--- src/rtl/mbox_boot_pkg.sv ---
package mbox_boot_pkg;

  localparam int NPORT = 4;

  typedef enum logic [2:0] {
    ST_IDLE,
    ST_SIG,
    ST_ADDR,
    ST_MODE,
    ST_ACK,
    ST_FEED,
    ST_ECHO
  } seq_state_e;

  typedef struct packed {
    logic [NPORT-1:0]      we;
    logic [NPORT-1:0][7:0] wd;
  } port_wr_t;

endpackage

--- src/rtl/mbox_xfer_ctr.sv ---
module mbox_xfer_ctr #(
  parameter int CNT_W = 16
) (
  input  logic             clk,
  input  logic             rst_n,
  input  logic             load,
  input  logic [7:0]       first_idx,
  input  logic [CNT_W-1:0] count,
  input  logic             step,
  output logic [7:0]       idx,
  output logic             rem_last,
  output logic             rem_zero
);

  localparam logic [CNT_W-1:0] ONE = CNT_W'(1);

  logic [CNT_W-1:0] rem_q;
  logic [7:0]       idx_q;

  always_ff @(posedge clk or negedge rst_n) begin
    if (!rst_n) begin
      idx_q <= 8'h00;
      rem_q <= '0;
    end else if (load) begin
      idx_q <= (first_idx == 8'h00) ? 8'h01 : first_idx;
      rem_q <= count;
    end else if (step) begin
      idx_q <= idx_q + 8'h01;
      rem_q <= rem_q - ONE;
    end
  end

  assign idx      = idx_q;
  assign rem_last = (rem_q == ONE);
  assign rem_zero = (rem_q == '0);

endmodule

--- src/rtl/mbox_tx_bank.sv ---
module mbox_tx_bank
  import mbox_boot_pkg::*;
(
  input  logic                  clk,
  input  logic                  rst_n,
  input  port_wr_t              wr,
  output logic [NPORT-1:0][7:0] q
);

  for (genvar i = 0; i < NPORT; i++) begin : g_port
    always_ff @(posedge clk or negedge rst_n) begin
      if (!rst_n)        q[i] <= 8'h00;
      else if (wr.we[i]) q[i] <= wr.wd[i];
    end
  end

endmodule

--- src/rtl/mbox_boot_fsm.sv ---
module mbox_boot_fsm
  import mbox_boot_pkg::*;
#(
  parameter logic [7:0] SIG_LO      = 8'hAA,
  parameter logic [7:0] SIG_HI      = 8'hBB,
  parameter logic [7:0] KICK_CODE   = 8'hCC,
  parameter logic [7:0] UPLOAD_MODE = 8'h01
) (
  input  logic        clk,
  input  logic        rst_n,
  input  logic        cmd_start,
  input  logic        cmd_upload,
  input  logic [15:0] cmd_load_addr,
  input  logic [15:0] cmd_entry,
  input  logic [7:0]  rx_p0,
  input  logic [7:0]  rx_p1,
  input  logic        s_valid,
  input  logic [7:0]  s_data,
  input  logic [7:0]  idx,
  input  logic        rem_last,
  input  logic        rem_zero,
  output port_wr_t    wr,
  output logic        ctr_load,
  output logic        ctr_step,
  output logic        s_ready,
  output logic        busy,
  output logic        done
);

  seq_state_e state_q, state_d;
  logic        up_q, launch_q, launch_d;
  logic [15:0] load_q, entry_q;
  logic        busy_q, done_q, done_d;
  logic        setup;
  logic        sig_ok, zero_ack, echo_hit;
  logic [15:0] addr_sel;

  assign setup    = up_q && !launch_q;
  assign sig_ok   = (rx_p0 == SIG_LO) && (rx_p1 == SIG_HI);
  assign zero_ack = (rx_p0 == 8'h00);
  assign echo_hit = (rx_p0 == idx);
  assign addr_sel = setup ? load_q : entry_q;

  always_comb begin
    state_d  = state_q;
    launch_d = launch_q;
    done_d   = 1'b0;
    wr       = '0;
    ctr_load = 1'b0;
    ctr_step = 1'b0;
    s_ready  = 1'b0;
    unique case (state_q)
      ST_IDLE: begin
        if (cmd_start) begin
          ctr_load = 1'b1;
          launch_d = 1'b0;
          state_d  = ST_SIG;
        end
      end
      ST_SIG: begin
        if (sig_ok) begin
          wr.we[0] = 1'b1;
          wr.wd[0] = KICK_CODE;
          state_d  = ST_ADDR;
        end
      end
      ST_ADDR: begin
        wr.we[2] = 1'b1;
        wr.wd[2] = addr_sel[7:0];
        wr.we[3] = 1'b1;
        wr.wd[3] = addr_sel[15:8];
        state_d  = ST_MODE;
      end
      ST_MODE: begin
        wr.we[0] = 1'b1;
        wr.wd[0] = 8'h00;
        wr.we[1] = 1'b1;
        wr.wd[1] = setup ? UPLOAD_MODE : 8'h00;
        state_d  = ST_ACK;
      end
      ST_ACK: begin
        if (zero_ack) begin
          if (setup) begin
            if (rem_zero) begin
              launch_d = 1'b1;
              state_d  = ST_ADDR;
            end else begin
              state_d  = ST_FEED;
            end
          end else begin
            done_d  = 1'b1;
            state_d = ST_IDLE;
          end
        end
      end
      ST_FEED: begin
        s_ready = 1'b1;
        if (s_valid) begin
          wr.we[0] = 1'b1;
          wr.wd[0] = idx;
          wr.we[1] = 1'b1;
          wr.wd[1] = s_data;
          state_d  = ST_ECHO;
        end
      end
      ST_ECHO: begin
        if (echo_hit) begin
          ctr_step = 1'b1;
          if (rem_last) begin
            launch_d = 1'b1;
            state_d  = ST_ADDR;
          end else begin
            state_d  = ST_FEED;
          end
        end
      end
      default: state_d = ST_IDLE;
    endcase
  end

  always_ff @(posedge clk or negedge rst_n) begin
    if (!rst_n) begin
      state_q  <= ST_IDLE;
      launch_q <= 1'b0;
      up_q     <= 1'b0;
      load_q   <= 16'h0000;
      entry_q  <= 16'h0000;
      busy_q   <= 1'b0;
      done_q   <= 1'b0;
    end else begin
      state_q  <= state_d;
      launch_q <= launch_d;
      done_q   <= done_d;
      if (ctr_load) begin
        up_q    <= cmd_upload;
        load_q  <= cmd_load_addr;
        entry_q <= cmd_entry;
        busy_q  <= 1'b1;
      end else if (done_d) begin
        busy_q  <= 1'b0;
      end
    end
  end

  assign busy = busy_q;
  assign done = done_q;

endmodule

--- src/rtl/mbox_boot_seq.sv ---
module mbox_boot_seq
  import mbox_boot_pkg::*;
#(
  parameter int         CNT_W       = 16,
  parameter logic [7:0] SIG_LO      = 8'hAA,
  parameter logic [7:0] SIG_HI      = 8'hBB,
  parameter logic [7:0] KICK_CODE   = 8'hCC,
  parameter logic [7:0] UPLOAD_MODE = 8'h01
) (
  input  logic             clk,
  input  logic             rst_n,
  input  logic             cmd_start,
  input  logic             cmd_upload,
  input  logic [7:0]       cmd_first_idx,
  input  logic [CNT_W-1:0] cmd_count,
  input  logic [15:0]      cmd_load_addr,
  input  logic [15:0]      cmd_entry,
  input  logic [7:0]       rx_p0,
  input  logic [7:0]       rx_p1,
  output logic [7:0]       tx_p0,
  output logic [7:0]       tx_p1,
  output logic [7:0]       tx_p2,
  output logic [7:0]       tx_p3,
  input  logic             s_valid,
  input  logic [7:0]       s_data,
  output logic             s_ready,
  output logic             busy,
  output logic             done
);

  port_wr_t              wr;
  logic [NPORT-1:0][7:0] port_q;
  logic                  ctr_load, ctr_step;
  logic [7:0]            idx;
  logic                  rem_last, rem_zero;

  mbox_boot_fsm #(
    .SIG_LO      (SIG_LO),
    .SIG_HI      (SIG_HI),
    .KICK_CODE   (KICK_CODE),
    .UPLOAD_MODE (UPLOAD_MODE)
  ) u_fsm (
    .clk           (clk),
    .rst_n         (rst_n),
    .cmd_start     (cmd_start),
    .cmd_upload    (cmd_upload),
    .cmd_load_addr (cmd_load_addr),
    .cmd_entry     (cmd_entry),
    .rx_p0         (rx_p0),
    .rx_p1         (rx_p1),
    .s_valid       (s_valid),
    .s_data        (s_data),
    .idx           (idx),
    .rem_last      (rem_last),
    .rem_zero      (rem_zero),
    .wr            (wr),
    .ctr_load      (ctr_load),
    .ctr_step      (ctr_step),
    .s_ready       (s_ready),
    .busy          (busy),
    .done          (done)
  );

  mbox_xfer_ctr #(.CNT_W(CNT_W)) u_ctr (
    .clk       (clk),
    .rst_n     (rst_n),
    .load      (ctr_load),
    .first_idx (cmd_first_idx),
    .count     (cmd_count),
    .step      (ctr_step),
    .idx       (idx),
    .rem_last  (rem_last),
    .rem_zero  (rem_zero)
  );

  mbox_tx_bank u_bank (
    .clk   (clk),
    .rst_n (rst_n),
    .wr    (wr),
    .q     (port_q)
  );

  assign tx_p0 = port_q[0];
  assign tx_p1 = port_q[1];
  assign tx_p2 = port_q[2];
  assign tx_p3 = port_q[3];

endmodule

--- config.mk ---
export PLATFORM = sky130hd
export DESIGN_NAME = mbox_boot_seq
export DESIGN_NICKNAME = d
export VERILOG_FILES = /design/src/rtl/mbox_boot_pkg.sv /design/src/rtl/mbox_xfer_ctr.sv /design/src/rtl/mbox_tx_bank.sv /design/src/rtl/mbox_boot_fsm.sv /design/src/rtl/mbox_boot_seq.sv
export SDC_FILE = /design/constraint.sdc
export NUM_CORES = 1
export LEC_CHECK = 0
export BUFFER_PORTS_ARGS = -buffer_cell sky130_fd_sc_hd__buf_2
export CAP_MARGIN = 20
export CORE_MARGIN = 1.5
export CORE_UTILIZATION = 45
export DETAILED_ROUTE_END_ITERATION = 10
export GPL_ROUTABILITY_DRIVEN = 0
export GPL_TIMING_DRIVEN = 0
export PLACE_DENSITY = 0.7
export SETUP_SLACK_MARGIN = 0.5
export SLEW_MARGIN = 20
export SYNTH_ARGS = -nofsm -noshare
export SYNTH_HDL_FRONTEND = slang
export SYNTH_SLANG_ARGS = --single-unit
--- constraint.sdc ---
create_clock -name clk -period 4.5 [get_ports clk]
set_input_delay 0 -clock clk [delete_from_list [all_inputs] [get_ports clk]]
set_output_delay 0 -clock clk [all_outputs]
set_load 0.03 [all_outputs]
======== Word level (Yosys, flattened, before mapping) ========
Cells that the tools add are included.
operators by class
  mux-type cells .......................... 43
  reduce and logical (&&, ||, !) cells .... 12
  eq/ne operators ......................... 18
  add/sub/neg operators ................... 2
operators by type and width
  cell                   count
  $mux 16                5
  $mux 8                 4
  $pmux 8 s2             2
  $mux 3                 8
  $pmux 3 s7             1
  $mux 1                 18
  $eq 16x1->1 const B    1
  $eq 8x8->1 const B     2
  $logic_not 16->1       1
  $logic_not 8->1        2
  $sub 16x1->16 const B  1
  $eq 3x3->1 const B     3
  $add 8x1->8 const B    1
  $eq 8x8->1             1
  $ne 2x1->1 const B     4
  $ne 2x2->1 const B     4
  $reduce_and 7->1       1
  $eq 3x2->1 const B     2
  $pmux 1 s3             2
  $reduce_and 5->1       1
  $mux 2                 2
  $reduce_bool 2->1      2
  $eq 3x1->1 const B     1
  $logic_not 3->1        1
  other kinds (4)        5
storage, ports and cells
  bits of input ports ..................... 85
  register bits after elaboration ......... 95
  output and inout port bits .............. 35

======== Depth between registers and ports, before layout ========
  depth after elaboration ................. 7
  mapped depth ............................ 8
  gate-level depth less buffers ........... 7

======== By module ========
A second synthesis with hierarchy kept.
unflattened totals
  cells, all modules ...................... 438
  area, all modules ....................... 4890.9 um2
modules (own cells, without submodules)
  module         seq. area each (um2)  area each (um2)  cells an instance  instances
  mbox_boot_fsm  975.9                 2198.4           224                1
  mbox_xfer_ctr  600.6                 1366.3           146                1
  mbox_tx_bank   800.8                 1326.3           68                 1

======== Worst setup path after synthesis ========
No wires, ideal clock.
  kind .................................... reg2reg
  start ................................... reg u_ctr.rem_q[10]
  end ..................................... reg u_fsm.state_q[0]
  setup time .............................. 0.124 ns
  stages on the path, launching flop included .. 6
  clock period less this slack ............ 2.390 ns
  path slack .............................. 2.110 ns
  buffers on the path ..................... 0
  arrival ................................. 2.266 ns
  path through ............................ dfrtp_1 -> or4_4 -> or4_4 -> or4_4 -> a311oi_2 -> nor2_1
between the ends
  word-level cells in the longest chain between the ends .. 5
RTL lines
  element                   line                  source
  start: declaration        mbox_xfer_ctr.sv:17   logic [CNT_W-1:0] rem_q;
  start signal: assignment  mbox_xfer_ctr.sv:26   rem_q <= count;
  start signal: assignment  mbox_xfer_ctr.sv:29   rem_q <= rem_q - ONE;
  $logic_not 16->1          mbox_xfer_ctr.sv:35   assign rem_zero = (rem_q == '0);
  $mux 3                    mbox_boot_fsm.sv:84   if (rem_zero) begin
  $mux 3                    mbox_boot_fsm.sv:83   if (setup) begin
  $mux 3                    mbox_boot_fsm.sv:82   if (zero_ack) begin
  $pmux 3 s7 (*)            mbox_boot_fsm.sv:52   unique case (state_q)
  end signal: assignment    mbox_boot_fsm.sv:131  state_q <= state_d;
  end: declaration          mbox_boot_fsm.sv:30   seq_state_e state_q, state_d;
Every way passes the cells marked *; elsewhere a longest branch is shown, timed or not. The select of a mux whose other input is x is not followed.
A chain may end at the register's enable or synchronous reset.

======== Worst setup path after layout ========
  start ................................... reg u_ctr.idx_q[6] (netlist: u_ctr.idx[6])
  end ..................................... reg u_ctr.rem_q[10]
between the ends
  word-level cells in the longest chain between the ends .. 4
RTL lines
  element                      line                  source
  start: declaration           mbox_xfer_ctr.sv:18   logic [7:0] idx_q;
  start signal: assignment     mbox_xfer_ctr.sv:25   idx_q <= (first_idx == 8'h00) ? 8'h01 : first_idx;
  start signal: assignment     mbox_xfer_ctr.sv:28   idx_q <= idx_q + 8'h01;
  $eq 8x8->1                   mbox_boot_fsm.sv:41   assign echo_hit = (rx_p0 == idx);
  $mux 1                       mbox_boot_fsm.sv:107  if (echo_hit) begin
  $mux 1                       mbox_boot_fsm.sv:52
  $reduce_bool 2->1 (no line)  -
Every way passes these cells.

==> summary.md <==
| Metric | Value |
|---|---|
| Post-layout utilization of the core | 0.636 |
| Fin Clk Skew | 12.1 ps |
| Post-CTS resize count | 0 |
| Multi-input combinational cell area | about 2100 um^2 |
| CTS root buf | sky130_fd_sc_hd__clkbuf_8 |
| Antenna violations before repair | 0 |
| Starting DRC count in detailed routing | approximately 200 |
| Routed length per instance | between 15 and 20 um |
| Critical Path, Cell by Cell | xnor2_1 > nand4_1 > nor3_1 > clkbuf_1 > clkbuf_1 > nand3b_1 > a31oi_1 |
| Boundary pin count | between 100 and 150 |
| Average cell area after synthesis | around 9.0 um^2 |
| CP max FO | 10 |
| Flip-flop cell with the highest count after synthesis | sky130_fd_sc_hd__dfrtp_1 |
| Sequential group share of total power | 0.398 |
| Worst-margin pin slew | ~750 ps |
| Final routed wirelength across all metal layers | between 10000 and 15000 um |
| Fraction of power consumed by the clock network | 0.147 |
| Synth area leaders | sky130_fd_sc_hd__dfrtp_1 (51%), sky130_fd_sc_hd__nand2_1 (11%), sky130_fd_sc_hd__mux2i_1 (4.3%), sky130_fd_sc_hd__nor2_1 (3.1%), sky130_fd_sc_hd__a21oi_1 (2.4%) |
| Critical-path cell with the highest stage delay | sky130_fd_sc_hd__clkbuf_1 |
| Max Slew Vio Count | 0 |
| Post-layout instance count excluding filler cells | 850 |
| Die area | about 11000 um^2 |
| Cell type with the highest aggregate area in the netlist | sky130_fd_sc_hd__dfrtp_1 |
| Post-layout total power | a little under 4 mW |
| Number of setup buffers added after CTS | 0 |
| Sequential cell area | roughly 2400 um^2 |
| DPL Wire Length | around 8900 um |
| Global-route wire length before repair | between 20000 and 25000 um |
| Share of Yosys cell area claimed by the top area cell type | 0.510 |
| Die height | roughly 100 um |
| Setup WS pre-CTS | 1910 ps |
| Mapped Cells | between 500 and 600 |
| Worst Setup Path Type | reg2reg |
| Sw Share | 0.443 |
| Number of buffers on the longest clock path | 2 |
| Final setup violating endpoints | 0 |
| Final hold violation count | 0 |
| Number of H-tree levels | 3 |
| Fill cells | 841 |
| Proportion of layout cells with a drive suffix above 1 | 0.205 |
| Number of search-and-repair iterations in the first detailed-routing pass | 5 |
| Commonest cells in the netlist | sky130_fd_sc_hd__nand2_1 (140), sky130_fd_sc_hd__dfrtp_1 (95), sky130_fd_sc_hd__nor2_1 (38) |
| Synth unique cells | 58 |
| Data required time of the critical path | ~4800 ps |
| Vias in the first global route | 4482 |
| RSZ-0062 raised after global routing | false |
| Reported max-cap violation count | 0 |
| Worst-Skew Late Latency | between 300 and 400 ps |
| CORE AREA | approximately 10000 um^2 |
| FFs w/ async S/R, synth | 1.00 |
| Routed vias/inst | 5.30 |
| CP Launch Type | register |
| Count of antenna-violating nets left after detailed routing | 0 |
| Initial standard-cell utilization of the core | 0.470 |
| Power Internal | ~2.2 mW |
| Syn nets | approximately 610 |
| Crit path DAT | ~2900 ps |
| Pin count of the biggest net entering global routing | between 60 and 70 |
| Placement Rows | 36 |
| Sequential-to-total area share from yosys stat | 0.510 |
| Critical Path Most Common Cell | sky130_fd_sc_hd__clkbuf_1 |
| Post-layout net count | 800 |
| Power dissipated by switching net loads | around 1.7 mW |
| Leftover overflow at the end of global routing | 0 |
| Peak supply drop | 0.305 mV |
| Peak clock frequency supported by timing | between 300 and 400 MHz |
| Number of synthesized flops with an enable pin | 0 |
| Crit share post-route | 0.588 |
| Antenna fix cells | 0 |
| Post-placement cell count | 770 |
| Combinational cell fraction of total power | 0.454 |
| Setup TNS Final | 0 ps |
| Yosys warns | 0 |
| Fin worst setup slack | between 1500 and 2000 ps |
| Area delta synth->final | 35.1% |
| Total standard cell area after synthesis | about 4700 um^2 |
| # clock sinks | 95 |
| Standard cell area after detailed placement | about 5500 um^2 |
| Global-route usage over all layers | 0.242 |
| Total CTS buffers | 9 |
| Clock tree from TritonCTS | yes |
| Number of buffers added on ports | roughly 120 |
| Power Density | 626 nW/um^2 |
| Run status | complete, no violations |
| Layout Cell Area excl Fill | about 6300 um^2 |
| Total via count in the routed design | between 4000 and 5000 |
| Maximum cell stage delay along the critical path | ~540 ps |
| Worst setup EP type | register |
| Clk pin slew, worst setup/hold paths | approximately 100 ps |
| Cell leakage power | 3.02 nW |
| # DRC | 0 |
| Die Wd | ~100 um |
| Worst hold path type | in2reg |
| Headroom to the max-slew limit | 0.497 |
| Hold slack | 16.9 ps |
| Final Critical Period | about 2600 ps |
| Flip-flop and latch count after synthesis | 95 |
| Most used standard cell by instance count after synthesis | sky130_fd_sc_hd__nand2_1 |
[path summary, 6_finish.rpt]
| check | start | endpoint | slack (ps) | cells past startpoint |
|---|---|---|---|---|
| setup reg to reg | u_ctr.idx[6] | u_ctr.rem_q[10] | 1850 | 7 |
| setup / recovery | u_ctr.idx[6] | u_ctr.rem_q[10] | 1850 | 7 |
| max in group asynchronous | rst_n | u_fsm.load_q[12] | 3790 | 3 |
| min in group asynchronous | rst_n | u_ctr.rem_q[0] | 70 | 2 |
| hold reg to reg | u_fsm.entry_q[5] | u_fsm.entry_q[5] | 480 | 2 |
| hold / removal | cmd_count[4] | u_ctr.rem_q[4] | 20 | 3 |
[layer usage]
metal  track usage  wire length (um)
met4        0.0695               233
met2         0.418              6520
met3        0.0368               560
met5             0                 0
met1         0.314              5710
[layout by cell type (no fill, tap or decap), types with 3 or more instances in the layout]
cell                            count
sky130_fd_sc_hd__or4_1              6
sky130_fd_sc_hd__nor2_1            38
sky130_fd_sc_hd__dlygate4sd3_1     64
sky130_fd_sc_hd__a21oi_1           22
sky130_fd_sc_hd__mux2i_1           20
sky130_fd_sc_hd__nor4_1             5
sky130_fd_sc_hd__o311ai_0           3
sky130_fd_sc_hd__dfrtp_1           95
sky130_fd_sc_hd__a22oi_1            4
sky130_fd_sc_hd__clkbuf_8           9
sky130_fd_sc_hd__nand2b_1           3
sky130_fd_sc_hd__nand3_1           14
sky130_fd_sc_hd__inv_6              3
sky130_fd_sc_hd__and2_1             3
sky130_fd_sc_hd__a22o_1             4
sky130_fd_sc_hd__and4_1             4
sky130_fd_sc_hd__nand3b_1           3
sky130_fd_sc_hd__or4_4              3
sky130_fd_sc_hd__clkbuf_1          25
sky130_fd_sc_hd__or3_1              5
sky130_fd_sc_hd__a211oi_1           3
sky130_fd_sc_hd__buf_2            118
sky130_fd_sc_hd__o211ai_1           8
sky130_fd_sc_hd__o22ai_1            3
sky130_fd_sc_hd__a31oi_1            4
sky130_fd_sc_hd__nand4_1            3
sky130_fd_sc_hd__nor3_1            10
sky130_fd_sc_hd__nand2_1          140
sky130_fd_sc_hd__nor2b_1            4
sky130_fd_sc_hd__buf_1              3
sky130_fd_sc_hd__inv_1             15
sky130_fd_sc_hd__o21ai_0           19
sky130_fd_sc_hd__xnor2_1           10
sky130_fd_sc_hd__ha_1               3
[state kept, by name (all words and copies together) (netlist names)]
name and cells:
u_bank.q 32, u_fsm.state_q 3, u_fsm.entry_q 16, u_fsm.load_q 16, u_fsm.launch_q 1, u_fsm.busy 1, u_ctr.idx 8, u_fsm.done 1
u_ctr.rem_q 16, u_fsm.up_q 1
[cells by family after synthesis]
group                    share of synthesized area
flip-flops                                   0.510
AO/OA/AOI/OAI                                0.129
multiplexers                                0.0478
adder cells (fa/ha/maj)                    0.00805
buffers and inverters                       0.0346
XOR/XNOR                                    0.0226
AND/OR/NAND/NOR                              0.248
[worst max-delay path: cells and delay by family (launching register included)]
kind / cells / cell delay, ps
buffers and inverters: 2 / 1000
and+or+nand+nor: 3 / 680
DFF: 1 / 450
xor gates and xnor gates: 1 / 240
AOI/OAI and AO/OA: 1 / 190
[timing repair]
| item | in CTS | in global routing |
|---|---|---|
| hold buffers | 64 | 0 |
| hold endpoints to repair | 158 | 0 |
| setup endpoints to repair | 0 | 0 |
[power by group through the flow]
stage	combinational, mW	clock [mW]	sequential, mW
after floorplan	0.991	0	1.78
after global placement	1.69	0	1.56
after detailed placement	1.74	0	1.58
after CTS	1.79	0.595	1.56
after global routing	1.98	0.626	1.62
final	1.79	0.581	1.57
[cell type report]
| type | instances | share of cell area |
|---|---|---|
| Multi-Input combinational cell | 379 | 0.337 |
| Buffer | 28 | 0.0167 |
| Clock inverter | 7 | 0.0123 |
| Sequential cell | 95 | 0.377 |
| Clock buffer | 9 | 0.0197 |
| Tap cell | 133 | 0.0264 |
| Inverter | 15 | 0.00894 |
| Timing Repair Buffer | 184 | 0.202 |
No activity file was read; power rests on OpenSTA's default activity.
